--- src/rtl/exc_pkg.sv ---
package exc_pkg;

    localparam int NUM_FAULT = 14;
    localparam int FIDX_W    = 4;
    localparam int EXC_W     = 5;

    // fault kinds, position in the request vector is also the priority
    localparam logic [FIDX_W-1:0] F_ADDR_LD  = 4'd0;
    localparam logic [FIDX_W-1:0] F_ADDR_ST  = 4'd1;
    localparam logic [FIDX_W-1:0] F_TLB_RO   = 4'd2;
    localparam logic [FIDX_W-1:0] F_RFL_LD   = 4'd3;
    localparam logic [FIDX_W-1:0] F_RFL_ST   = 4'd4;
    localparam logic [FIDX_W-1:0] F_INV_LD   = 4'd5;
    localparam logic [FIDX_W-1:0] F_INV_ST   = 4'd6;
    localparam logic [FIDX_W-1:0] F_SYSCALL  = 4'd7;
    localparam logic [FIDX_W-1:0] F_BREAK    = 4'd8;
    localparam logic [FIDX_W-1:0] F_RSVD     = 4'd9;
    localparam logic [FIDX_W-1:0] F_COP      = 4'd10;
    localparam logic [FIDX_W-1:0] F_OVF      = 4'd11;
    localparam logic [FIDX_W-1:0] F_TRAP     = 4'd12;
    localparam logic [FIDX_W-1:0] F_INTR     = 4'd13;

    // control register field positions
    localparam int ST_EXL   = 1;
    localparam int ST_BEV   = 22;
    localparam int ST_CU1   = 29;
    localparam int CA_CODE_LO = 2;
    localparam int CA_CODE_HI = 6;
    localparam int CA_IV    = 23;
    localparam int CA_CE_LO = 28;
    localparam int CA_CE_HI = 29;
    localparam int CA_BD    = 31;
    localparam int EH_ASID_LO = 0;
    localparam int EH_VX_LO   = 11;
    localparam int EH_VPN_LO  = 13;

    // register port addresses
    localparam logic [2:0] A_EBASE  = 3'd0;
    localparam logic [2:0] A_STATUS = 3'd1;
    localparam logic [2:0] A_CAUSE  = 3'd2;
    localparam logic [2:0] A_EPC    = 3'd3;
    localparam logic [2:0] A_BADVA  = 3'd4;
    localparam logic [2:0] A_ENTHI  = 3'd5;

    function automatic logic [EXC_W-1:0] code_of(input logic [FIDX_W-1:0] k);
        logic [EXC_W-1:0] c;
        case (k)
            F_ADDR_LD: c = 5'h04;
            F_ADDR_ST: c = 5'h05;
            F_TLB_RO:  c = 5'h01;
            F_RFL_LD,
            F_INV_LD:  c = 5'h02;
            F_RFL_ST,
            F_INV_ST:  c = 5'h03;
            F_SYSCALL: c = 5'h08;
            F_BREAK:   c = 5'h09;
            F_RSVD:    c = 5'h0A;
            F_COP:     c = 5'h0B;
            F_OVF:     c = 5'h0C;
            F_TRAP:    c = 5'h0D;
            default:   c = 5'h00;
        endcase
        return c;
    endfunction

    function automatic logic is_tlb(input logic [FIDX_W-1:0] k);
        return (k >= F_TLB_RO) && (k <= F_INV_ST);
    endfunction

    function automatic logic takes_vaddr(input logic [FIDX_W-1:0] k);
        return k <= F_INV_ST;
    endfunction

endpackage

--- src/rtl/exc_prio.sv ---
module exc_prio
    import exc_pkg::*;
#(
    parameter int N = NUM_FAULT
) (
    input  logic [N-1:0]      req_i,
    output logic              any_o,
    output logic [FIDX_W-1:0] idx_o
);

    always_comb begin
        idx_o = '0;
        for (int i = N - 1; i >= 0; i--) begin
            if (req_i[i]) begin
                idx_o = FIDX_W'(i);
            end
        end
    end

    assign any_o = |req_i;

endmodule

--- src/rtl/exc_vector.sv ---
module exc_vector
    import exc_pkg::*;
#(
    parameter int              XLEN      = 32,
    parameter logic [XLEN-1:0] GEN_OFS   = 32'h0000_0180,
    parameter logic [XLEN-1:0] INT_OFS   = 32'h0000_0200,
    parameter logic [XLEN-1:0] BOOT_ARITH = 32'hBFC0_0200
) (
    input  logic [FIDX_W-1:0] kind_i,
    input  logic [XLEN-1:0]   ebase_i,
    input  logic              bev_i,
    input  logic              iv_i,
    output logic [XLEN-1:0]   handler_o
);

    logic [XLEN-1:0] gen_addr;
    logic [XLEN-1:0] int_addr;

    assign gen_addr = ebase_i + GEN_OFS;
    assign int_addr = ebase_i + INT_OFS;

    always_comb begin
        handler_o = gen_addr;
        if (kind_i == F_OVF) begin
            handler_o = bev_i ? BOOT_ARITH : gen_addr;
        end else if (kind_i == F_RFL_LD || kind_i == F_RFL_ST) begin
            handler_o = bev_i ? gen_addr : ebase_i;
        end else if (kind_i == F_INTR) begin
            handler_o = iv_i ? int_addr : gen_addr;
        end
    end

endmodule

--- src/rtl/exc_state.sv ---
module exc_state
    import exc_pkg::*;
#(
    parameter int              XLEN      = 32,
    parameter int              ASID_W    = 8,
    parameter int              VPN2_W    = 19,
    parameter int              VPN2X_W   = 2,
    parameter int              COP_W     = 2,
    parameter logic [XLEN-1:0] RESET_VEC = 32'hBFC0_0000,
    parameter logic [XLEN-1:0] EBASE_RST = 32'h8000_0000,
    parameter logic [XLEN-1:0] STAT_RST  = 32'h0040_0000
) (
    input  logic               clk,
    input  logic               rst_n,
    input  logic               rst_fault_i,
    input  logic               fault_valid_i,
    input  logic [FIDX_W-1:0]  fault_idx_i,
    input  logic [XLEN-1:0]    handler_i,
    input  logic [XLEN-1:0]    fault_vaddr_i,
    input  logic [XLEN-1:0]    fault_pc_i,
    input  logic               fault_bd_i,
    input  logic [ASID_W-1:0]  fault_asid_i,
    input  logic [VPN2_W-1:0]  fault_vpn2_i,
    input  logic [VPN2X_W-1:0] fault_vpn2x_i,
    input  logic [COP_W-1:0]   fault_cop_i,
    input  logic               wr_en_i,
    input  logic [2:0]         wr_addr_i,
    input  logic [XLEN-1:0]    wr_data_i,
    output logic [XLEN-1:0]    ebase_o,
    output logic [XLEN-1:0]    status_o,
    output logic [XLEN-1:0]    cause_o,
    output logic [XLEN-1:0]    epc_o,
    output logic [XLEN-1:0]    badva_o,
    output logic [XLEN-1:0]    enthi_o,
    output logic               redir_v_o,
    output logic [XLEN-1:0]    redir_pc_o,
    output logic [XLEN-1:0]    redir_npc_o,
    output logic [XLEN-1:0]    redir_nnpc_o
);

    localparam logic [XLEN-1:0] STEP = XLEN'(4);

    typedef struct packed {
        logic [XLEN-1:0] ebase;
        logic [XLEN-1:0] status;
        logic [XLEN-1:0] cause;
        logic [XLEN-1:0] epc;
        logic [XLEN-1:0] badva;
        logic [XLEN-1:0] enthi;
        logic            redir_v;
        logic [XLEN-1:0] redir_pc;
        logic [XLEN-1:0] redir_npc;
        logic [XLEN-1:0] redir_nnpc;
    } state_t;

    state_t s_d, s_q;
    logic   take_fault;

    assign take_fault = fault_valid_i && !rst_fault_i;

    always_comb begin
        s_d         = s_q;
        s_d.redir_v = 1'b0;
        if (rst_fault_i) begin
            s_d.redir_v          = 1'b1;
            s_d.redir_pc         = RESET_VEC;
            s_d.redir_npc        = RESET_VEC + STEP;
            s_d.redir_nnpc       = RESET_VEC + STEP + STEP;
            s_d.status[ST_CU1]   = 1'b1;
        end else if (fault_valid_i) begin
            s_d.cause[CA_CODE_HI:CA_CODE_LO] = code_of(fault_idx_i);
            s_d.cause[CA_BD]                 = fault_bd_i;
            s_d.cause[CA_CE_HI:CA_CE_LO]     = (fault_idx_i == F_COP) ? fault_cop_i : '0;
            s_d.epc                          = fault_bd_i ? (fault_pc_i - STEP) : fault_pc_i;
            s_d.status[ST_EXL]               = 1'b1;
            if (takes_vaddr(fault_idx_i)) begin
                s_d.badva = fault_vaddr_i;
            end
            if (is_tlb(fault_idx_i)) begin
                s_d.enthi[EH_ASID_LO +: ASID_W]  = fault_asid_i;
                s_d.enthi[EH_VX_LO   +: VPN2X_W] = fault_vpn2x_i;
                s_d.enthi[EH_VPN_LO  +: VPN2_W]  = fault_vpn2_i;
            end
            s_d.redir_v    = 1'b1;
            s_d.redir_pc   = handler_i;
            s_d.redir_npc  = handler_i + STEP;
            s_d.redir_nnpc = handler_i + STEP + STEP;
        end else if (wr_en_i) begin
            case (wr_addr_i)
                A_EBASE:  s_d.ebase  = wr_data_i;
                A_STATUS: s_d.status = wr_data_i;
                A_CAUSE:  s_d.cause  = wr_data_i;
                default:  ;
            endcase
        end
    end

    always_ff @(posedge clk or negedge rst_n) begin
        if (!rst_n) begin
            s_q        <= '0;
            s_q.ebase  <= EBASE_RST;
            s_q.status <= STAT_RST;
        end else begin
            s_q <= s_d;
        end
    end

    assign ebase_o      = s_q.ebase;
    assign status_o     = s_q.status;
    assign cause_o      = s_q.cause;
    assign epc_o        = s_q.epc;
    assign badva_o      = s_q.badva;
    assign enthi_o      = s_q.enthi;
    assign redir_v_o    = s_q.redir_v;
    assign redir_pc_o   = s_q.redir_pc;
    assign redir_npc_o  = s_q.redir_npc;
    assign redir_nnpc_o = s_q.redir_nnpc;


    redir_pulse_chk: assert property (@(posedge clk) disable iff (!rst_n)
        (rst_fault_i || fault_valid_i) |=> redir_v_o);


    redir_idle_chk: assert property (@(posedge clk) disable iff (!rst_n)
        !(rst_fault_i || fault_valid_i) |=> !redir_v_o);


    exl_set_chk: assert property (@(posedge clk) disable iff (!rst_n)
        take_fault |=> status_o[ST_EXL]);


    epc_value_chk: assert property (@(posedge clk) disable iff (!rst_n)
        take_fault |=> epc_o == ($past(fault_bd_i) ? $past(fault_pc_i) - STEP : $past(fault_pc_i)));


    reset_fault_chk: assert property (@(posedge clk) disable iff (!rst_n)
        rst_fault_i |=> status_o[ST_CU1] && redir_pc_o == RESET_VEC && $stable(cause_o));


    badva_hold_chk: assert property (@(posedge clk) disable iff (!rst_n)
        (take_fault && !takes_vaddr(fault_idx_i)) |=> $stable(badva_o));


    wr_drop_chk: assert property (@(posedge clk) disable iff (!rst_n)
        (wr_en_i && (fault_valid_i || rst_fault_i)) |=> $stable(ebase_o));

endmodule

--- src/rtl/exc_entry_ctrl.sv ---
module exc_entry_ctrl
    import exc_pkg::*;
#(
    parameter int              XLEN       = 32,
    parameter int              NFAULT     = NUM_FAULT,
    parameter int              ASID_W     = 8,
    parameter int              VPN2_W     = 19,
    parameter int              VPN2X_W    = 2,
    parameter int              COP_W      = 2,
    parameter logic [XLEN-1:0] RESET_VEC  = 32'hBFC0_0000,
    parameter logic [XLEN-1:0] BOOT_ARITH = 32'hBFC0_0200,
    parameter logic [XLEN-1:0] GEN_OFS    = 32'h0000_0180,
    parameter logic [XLEN-1:0] INT_OFS    = 32'h0000_0200,
    parameter logic [XLEN-1:0] EBASE_RST  = 32'h8000_0000,
    parameter logic [XLEN-1:0] STAT_RST   = 32'h0040_0000
) (
    input  logic               clk,
    input  logic               rst_n,
    input  logic               rst_fault_i,
    input  logic [NFAULT-1:0]  fault_req_i,
    input  logic [XLEN-1:0]    fault_vaddr_i,
    input  logic [XLEN-1:0]    fault_pc_i,
    input  logic               fault_bd_i,
    input  logic [ASID_W-1:0]  fault_asid_i,
    input  logic [VPN2_W-1:0]  fault_vpn2_i,
    input  logic [VPN2X_W-1:0] fault_vpn2x_i,
    input  logic [COP_W-1:0]   fault_cop_i,
    input  logic               csr_wr_en_i,
    input  logic [2:0]         csr_addr_i,
    input  logic [XLEN-1:0]    csr_wdata_i,
    output logic [XLEN-1:0]    csr_rdata_o,
    output logic               redirect_valid_o,
    output logic [XLEN-1:0]    redirect_pc_o,
    output logic [XLEN-1:0]    redirect_npc_o,
    output logic [XLEN-1:0]    redirect_nnpc_o
);

    logic              any_req;
    logic [FIDX_W-1:0] win_idx;
    logic [XLEN-1:0]   handler;
    logic [XLEN-1:0]   ebase_q, status_q, cause_q, epc_q, badva_q, enthi_q;

    exc_prio #(.N(NFAULT)) u_prio (
        .req_i (fault_req_i),
        .any_o (any_req),
        .idx_o (win_idx)
    );

    exc_vector #(
        .XLEN       (XLEN),
        .GEN_OFS    (GEN_OFS),
        .INT_OFS    (INT_OFS),
        .BOOT_ARITH (BOOT_ARITH)
    ) u_vec (
        .kind_i    (win_idx),
        .ebase_i   (ebase_q),
        .bev_i     (status_q[ST_BEV]),
        .iv_i      (cause_q[CA_IV]),
        .handler_o (handler)
    );

    exc_state #(
        .XLEN      (XLEN),
        .ASID_W    (ASID_W),
        .VPN2_W    (VPN2_W),
        .VPN2X_W   (VPN2X_W),
        .COP_W     (COP_W),
        .RESET_VEC (RESET_VEC),
        .EBASE_RST (EBASE_RST),
        .STAT_RST  (STAT_RST)
    ) u_state (
        .clk           (clk),
        .rst_n         (rst_n),
        .rst_fault_i   (rst_fault_i),
        .fault_valid_i (any_req),
        .fault_idx_i   (win_idx),
        .handler_i     (handler),
        .fault_vaddr_i (fault_vaddr_i),
        .fault_pc_i    (fault_pc_i),
        .fault_bd_i    (fault_bd_i),
        .fault_asid_i  (fault_asid_i),
        .fault_vpn2_i  (fault_vpn2_i),
        .fault_vpn2x_i (fault_vpn2x_i),
        .fault_cop_i   (fault_cop_i),
        .wr_en_i       (csr_wr_en_i),
        .wr_addr_i     (csr_addr_i),
        .wr_data_i     (csr_wdata_i),
        .ebase_o       (ebase_q),
        .status_o      (status_q),
        .cause_o       (cause_q),
        .epc_o         (epc_q),
        .badva_o       (badva_q),
        .enthi_o       (enthi_q),
        .redir_v_o     (redirect_valid_o),
        .redir_pc_o    (redirect_pc_o),
        .redir_npc_o   (redirect_npc_o),
        .redir_nnpc_o  (redirect_nnpc_o)
    );

    always_comb begin
        case (csr_addr_i)
            A_EBASE:  csr_rdata_o = ebase_q;
            A_STATUS: csr_rdata_o = status_q;
            A_CAUSE:  csr_rdata_o = cause_q;
            A_EPC:    csr_rdata_o = epc_q;
            A_BADVA:  csr_rdata_o = badva_q;
            A_ENTHI:  csr_rdata_o = enthi_q;
            default:  csr_rdata_o = '0;
        endcase
    end

endmodule

--- config.mk ---
export PLATFORM = sky130hd
export DESIGN_NAME = exc_entry_ctrl
export DESIGN_NICKNAME = d
export VERILOG_FILES = /design/src/rtl/exc_pkg.sv /design/src/rtl/exc_prio.sv /design/src/rtl/exc_vector.sv /design/src/rtl/exc_state.sv /design/src/rtl/exc_entry_ctrl.sv
export SDC_FILE = /design/constraint.sdc
export NUM_CORES = 1
export LEC_CHECK = 0
export ABC_AREA = 0
export BUFFER_PORTS_ARGS = -buffer_cell sky130_fd_sc_hd__buf_4
export CORE_MARGIN = 5
export CORE_UTILIZATION = 50
export CTS_BUF_LIST = sky130_fd_sc_hd__clkbuf_8
export DETAILED_ROUTE_END_ITERATION = 10
export PLACE_DENSITY_LB_ADDON = 0.25
export SYNTH_ARGS = -nofsm -noshare
export SYNTH_HDL_FRONTEND = slang
export SYNTH_SLANG_ARGS = --single-unit
--- constraint.sdc ---
create_clock -name clk -period 4.5 [get_ports clk]
set_input_delay 0.45 -clock clk [delete_from_list [all_inputs] [get_ports clk]]
set_output_delay 0.45 -clock clk [all_outputs]
set_load 0.01 [all_outputs]
# After elaboration in Yosys (flattened, before gate mapping)

Memories as Yosys holds them, arrays and structs flattened.
Index checks and enable logic that the tools add are counted.

Magnitude comparators: 2
Bitwise operators: 2
Reduce and logical (&&, ||, !) cells: 19
Add/subtract/negate cells: 5
Mux-type cells: 34
Equality and inequality tests: 11

Operators by type and width:

| operator                                                        | number |
|---|---|
| 2-to-1 mux 32 bit                                               | 8 |
| 2-to-1 mux 97 bit                                               | 2 |
| one-hot mux 32 bit (6 select lines)                             | 1 |
| adder 32 x 3 -> 32 bit (second input constant)                  | 2 |
| 2-to-1 mux 62 bit                                               | 1 |
| 2-to-1 mux 4 bit                                                | 14 |
| adder 32 x 10 -> 32 bit (second input constant)                 | 1 |
| adder 32 x 9 -> 32 bit (second input constant)                  | 1 |
| subtractor 32 x 3 -> 32 bit (second input constant)             | 1 |
| 2-to-1 mux 30 bit                                               | 1 |
| 2-to-1 mux 28 bit                                               | 1 |
| AND reduction 3 bit                                             | 5 |
| OR reduction 14 bit                                             | 1 |
| == test 4 bit (second input constant)                           | 3 |
| AND reduction 4 bit                                             | 3 |
| nonzero test 2 bit                                              | 6 |
| == test 3 x 2 -> 1 bit (second input constant)                  | 2 |
| == test 3 bit (second input constant)                           | 2 |
| 2-to-1 mux 5 bit                                                | 1 |
| == test 4 x 2 -> 1 bit (second input constant)                  | 1 |
| == test 4 x 3 -> 1 bit (second input constant)                  | 1 |
| >= comparator 4 x 2 -> 1 bit (second input constant)            | 1 |
| less-or-equal comparator 4 x 3 -> 1 bit (second input constant) | 1 |
| 2-to-1 mux 2 bit                                                | 2 |
| other kinds (8)                                                 | 11 |

Memories kept: 1
Input port bits: 149
Bits in registers: 286
Output and inout port bits: 129
Logic and storage cells: 87
Memory bits (read-only): 64

Memories:

| name             | words | bits a word | read ports | clocked after memory_dff | write ports | line          | text |
|---|---|---|---|---|---|---|---|
| (name not given) | 16    | 4           | 1          | 0                        | 0           | exc_pkg.sv:47 | `case (k)` |

# Depth between registers and ports, before layout

Depth after elaboration: 22
Gate-level depth with buffers: 28
Mapped depth without buffers: 26

# Modules after synthesis

From an unflattened synthesis, not the netlist that was laid out.

Cells, all modules: 1627
Area total of the unflattened synthesis: 16430.8 µm²

By module, submodules not included:

| module         | cells an instance | seq. area each (µm²) | area each (µm²) | instances |
|---|---|---|---|---|
| exc_state      | 1118              | 7034.2               | 12943.7         | 1 |
| exc_entry_ctrl | 220               | 0.0                  | 1786.7          | 1 |
| exc_vector     | 264               | 0.0                  | 1551.5          | 1 |
| exc_prio       | 25                | 0.0                  | 148.9           | 1 |

# Worst setup path after synthesis

Ideal clock, no wire load.

Path type: in2reg
Start: input port fault_req_i[9]
End: register u_state.s_q, in the netlist u_state.redir_nnpc_o[29]
Cell stages on the path: 24
Arrival: 5.037 ns
Required time: 4.365 ns
Setup slack: -0.671 ns
Setup time: 0.135 ns
Buffers on the path: 2
Cells stage by stage: nor2_1 > o21ai_0 > a211oi_1 > nor3_1 > or3_1 > inv_1 > ha_1 > clkbuf_1 > and2_1 > nand4_1 > buf_2 > and2_1 > ha_1 > and3_1 > and3_1 > o21ai_0 > or3_1 > o211ai_1 > nor4b_1 > nand4_1 > a211oi_1 > and4b_1 > and3_1 > o31ai_1

Longest elaborated chain between the ends: 18
Elaborated cells between the ends (all ways): 24
Classes of those cells: 2 x add/sub; 4 x eq/ne; 15 x mux; 3 x reduce/logical

Ends and longest elaborated chain:

| element                                                      | line                               | text |
|---|---|---|
| from (decl)                                                  | exc_entry_ctrl.sv:20               | `input logic [NFAULT-1:0] fault_req_i,` |
| 2-to-1 mux 4 bit (10 in a row)                               | exc_prio.sv:14                     | `if (req_i[i]) begin` |
| == test 4 bit (tied with other cells)                        | exc_vector.sv:28                   | `end else if (kind_i == F_INTR) begin` |
| 2-to-1 mux 32 bit / logical OR 1 bit (equally long branches) | exc_vector.sv:28, exc_vector.sv:26 |  |
| 2-to-1 mux 32 bit                                            | exc_vector.sv:26                   | `end else if (kind_i == F_RFL_LD \|\| kind_i == F_RFL_ST) begin` |
| 2-to-1 mux 32 bit                                            | exc_vector.sv:24                   | `if (kind_i == F_OVF) begin` |
| adder 32 x 3 -> 32 bit (2 in a row)                          | exc_state.sv:87                    | `s_d.redir_nnpc = handler_i + STEP + STEP;` |
| 2-to-1 mux 97 bit                                            | exc_state.sv:70                    | `end else if (fault_valid_i) begin` |
| 2-to-1 mux 97 bit                                            | exc_state.sv:64                    | `if (rst_fault_i) begin` |
| to (decl)                                                    | exc_state.sv:56                    | `state_t s_d, s_q;` |

Parallel ways exist; a longest one is shown, timed or not. The select of a mux whose other input is x is not followed.
A chain may end at the register's enable or synchronous reset.

# Final worst setup path

Start: input port fault_req_i[12]
End: register u_state.s_q, in the netlist u_state.redir_nnpc_o[26]

Longest elaborated chain between the ends: 21
Elaborated cells between the ends (all ways): 27
Classes of those cells: 2 x add/sub; 4 x eq/ne; 18 x mux; 3 x reduce/logical

Ends and longest elaborated chain:

| element                                                      | line |
|---|---|
| 2-to-1 mux 4 bit (13 in a row)                               | exc_prio.sv:14 |
| == test 4 bit (tied with other cells)                        | exc_vector.sv:28 |
| 2-to-1 mux 32 bit / logical OR 1 bit (equally long branches) | exc_vector.sv:28, exc_vector.sv:26 |
| 2-to-1 mux 32 bit                                            | exc_vector.sv:26 |
| 2-to-1 mux 32 bit                                            | exc_vector.sv:24 |
| adder 32 x 3 -> 32 bit (2 in a row)                          | exc_state.sv:87 |
| 2-to-1 mux 97 bit                                            | exc_state.sv:70 |
| 2-to-1 mux 97 bit                                            | exc_state.sv:64 |

Parallel ways exist; a longest one is shown, timed or not. The select of a mux whose other input is x is not followed.

==> summary.txt <==
Critical path
  • Critical path's slowest cell: o41ai_1
  • CP max FO: 5
  • Crit end category: register
  • RR Endpoint: u_state.redir_nnpc_o[27]$_DFFE_PN0N_
  • Setup CP Type: in -> reg
  • Top delay family on crit path: compound AO/OA/AOI/OAI gates
  • Crit-path max cell delay: 0.49 ns
  • Worst reg2reg path depth: 14
  • Crit path from: fault_req_i[12]
  • Startpoint types: input pin
  • Worst R2R Start: u_state.ebase_o[9]$_DFFE_PN0P_
  • R2R setup slack: 0.19 ns
  • CP arrival: 4.93 ns
  • CP required: 4.97 ns
  • Crit. path cell count: 25
  • End of the critical path: u_state.redir_nnpc_o[26]$_DFFE_PN0N_
  • Critical path buffer and inverter count: 4

Synthesis
  • Post-synthesis sequential area ratio: 43.8%
  • Synthesized instance count: 1678
  • Mapped Area: 16100 µm²
  • Yosys cell types: 95
  • Post-Syn Nets: 1839
  • Post-synth ARST share: 100%
  • Main synth FF type: dfrtp_1
  • Register bit total from synthesis: 281
  • Warnings from Yosys: 0
  • Syn_area_per_cell: 9.58 µm²
  • Post-synth EDFFs: 0

STA
  • Hold Vio Cnt, Final: 0
  • Worst slew pin tran: 1.03 ns
  • Fin crit period: 4.46 ns
  • Setup Viol. Count Final: 0
  • Worst Clk Skew: 0.0239 ns
  • Slew Limit Fails: 0
  • Period utilization: 99.1%
  • Max transition margin: 31.1%
  • Setup TNS: 0 ns
  • Fmax: 224 MHz
  • RSZ-0062 raised after global routing: yes

Floorplan
  • Height of the die: 189 µm
  • Ports: 278
  • Std-Cell Rows: 65
  • Die Wd: 189 µm
  • Core Footprint: 31600 µm²
  • Total die area: 35800 µm²
  • Initial Util: 50.8%

Clock network
  • CTS root buf: clkbuf_8
  • Total clock sinks: 281
  • Worst-skew pair later-pin latency: 0.59 ns
  • Clock-pin slew on the worst setup and hold paths: 0.06 ns
  • Num CTS Buffers: 46
  • CTS tree: built
  • Htree depth: 2
  • CTS Buffer Depth: 3

Global routing
  • Vias in the first global route: 16200
  • GRT Overall Usage: 32.8%
  • Grt ovf: 0
  • Pin count of the biggest net entering global routing: 112
  • First-pass GRT wire length: 93.2 mm
  • Initial antenna violation count: 1

Route
  • Drt drc: 0
  • Final WL: 61.0 mm
  • Routed len/inst: 23.0 µm
  • Starting DRT DRC Count: 1327
  • Initial DRT Pass Iterations: 5
  • Via count: 16100
  • Detail Route Antenna Nets: 0
  • Vias/cell: 6.07

Pwr
  • Pint: 4.18 mW
  • Switching share of power: 26.5%
  • Clk pwr share: 38.6%
  • Leakage: 10.1 nW
  • Pwr/cell area: 256 nW/µm²
  • Net Switching: 1.51 mW
  • Comb pwr share: 12.9%
  • Overall Power: 5.69 mW
  • Flop pwr share: 48.5%
  • Max IR drop VDD: 0.291 mV

Final layout
  • Layout area overhead: 38.5%
  • Final std cells w/o fill: 2648
  • Net count, final: 2370
  • Fillers: 2448
  • Most frequent cells in the layout: buf_4 (585), dfrtp_1 (279), nand2_1 (161), nor2_1 (153), mux2_2 (142)
  • FF+latch area: 7030 µm²
  • Layout cell share with drive strength beyond 1: 41.8%
  • Area occupied by multi-input gates: 9130 µm²
  • Commonest non-fill, non-tap cell in the layout: buf_4
  • Final Core Density: 70.3%

Outcome
  • Status: finished, final reports clean

Placed design
  • GPL Wtd Cong: 0.981
  • DP HPWL: 46.0 mm
  • IO buf count: 277
  • Cells after DPL: 2542

Job
  • # Max-Cap Violations: 0

Min path
  • Worst hold path depth: 3
  • Hold Path Class: in -> reg
==> synth_stat cells, types with 7 or more instances <==
master     count  area share (%)
buf_2         11            0.34
nand3_1       68             2.1
a22oi_1       95             4.4
nor4_1        30             1.2
nand4_1       28             1.1
dfrtp_1      279              43
ha_1          12            0.93
a21oi_1       70             2.2
inv_1         19            0.44
o31ai_1        9            0.42
nor3_1        43             1.3
nor2_1       163             3.8
nand2_1      165             3.9
o21bai_1      13            0.61
buf_1          7            0.16
nand2b_1       8            0.31
and2_1        11            0.43
or4_1         10            0.47
o21ai_0       70             2.2
a211oi_1      24             1.1
xnor2_1       56             3.1
clkbuf_1      94             2.2
a211o_1        9            0.49
or3_1         10            0.39
nand3b_1       7            0.33
a2111oi_0      7            0.38
or2_2         10            0.39
mux2_2       142              10
xor2_1        29             1.6
and3_1        13            0.51
a31oi_1       20            0.78
==> timing repair <==
item,CTS,global route
hold buffers,1,0
resized for setup,6,83
setup buffers,1,18
pin swaps,4,26
setup endpoints to repair,10,25
cloned,0,1
hold endpoints to repair,73,0
==> cells by family (layout without fill, tap and decap cells) <==
group           Yosys count  count (layout)  share of synthesized area (%)
simple gates            606             606                           18.8
compound gates          407             408                           18.0
flops                   281             281                           43.8
mux                     149             149                           10.5
buf+inv                 138             703                           3.45
xor+xnor                 85              85                           4.63
fa+ha+maj                12              12                          0.934
other cells               0               2                              0
==> worst register-to-register path: cells and delay by family (launching register included) <==
kind,cells,cell delay (ns)
compound gates,6,1.30
xor+xnor,1,0.13
fa+ha+maj,1,0.38
buf+inv,1,0.22
flops,1,0.63
simple gates,5,1.47
==> state kept, by name (all words and copies together) (netlist names) <==
| signal | count |
|---|---|
| u_state.epc_o | 32 |
| u_state.redir_pc_o | 29 |
| u_state.redir_nnpc_o | 32 |
| u_state.enthi_o | 29 |
| u_state.redir_npc_o | 30 |
| u_state.cause_o | 32 |
| u_state.ebase_o | 32 |
| u_state.redir_v_o | 1 |
| u_state.status_o | 32 |
| u_state.badva_o | 32 |
==> metal layers <==
metal	vias up	track usage (%)	wire length (µm)	share of wire, %
met5	-	0	20	0.033
met4	2	11.1	2250	3.7
met3	134	7.37	4920	8.1
met2	738	54.6	29000	48
met1	7923	42.7	24800	41
li1	7282	-	-	-
==> power by group through the flow <==
stage / Sequential, mW / Clock (mW) / Combinational (mW)
2_1_floorplan: 2.78 / 0 / 0.305
6_report: 2.76 / 2.20 / 0.737
3_3_place_gp: 2.79 / 0 / 0.712
3_5_place_dp: 2.80 / 0 / 0.726
5_1_grt: 2.77 / 2.34 / 0.795
4_1_cts: 2.76 / 2.23 / 0.730
==> final cells by class <==
class | instances | area share [%]
Sequential cell | 281 | 31.6
Tap cell | 402 | 2.26
Clock inverter | 29 | 0.708
Multi-Input combinational cell | 1260 | 41.0
Inverter | 20 | 0.371
Timing Repair Buffer | 600 | 20.7
Antenna cell | 2 | 0.0225
Clock buffer | 54 | 3.34
==> how the worst min path moves through the flow <==
stage | start | end | slack (ns)
after detailed placement | u_state.epc_o[0]$_DFFE_PN0P_ | u_state.epc_o[0]$_DFFE_PN0P_ | 0.47
after floorplan | rst_n | u_state.badva_o[0]$_DFFE_PN0P_ | 0.15
final | fault_pc_i[0] | u_state.epc_o[0]$_DFFE_PN0P_ | 0.08
after CTS | fault_pc_i[0] | u_state.epc_o[0]$_DFFE_PN0P_ | 0.05
after global routing | fault_pc_i[0] | u_state.epc_o[0]$_DFFE_PN0P_ | 0.07
after global placement | u_state.epc_o[21]$_DFFE_PN0P_ | u_state.epc_o[21]$_DFFE_PN0P_ | 0.46
==> stage by stage <==
stage               hold slack (ns)  setup WS (ns)  area, µm²
CTS                          0.0530        0.00286      21700
finish                       0.0817         0.0412      22300
global placement              0.462         -0.643      20700
global route                 0.0716         -0.128      22200
detailed placement            0.470         -0.798      20700
floorplan                     0.154         -0.280      16300
Note: power is estimated with default switching activity, not from simulation.
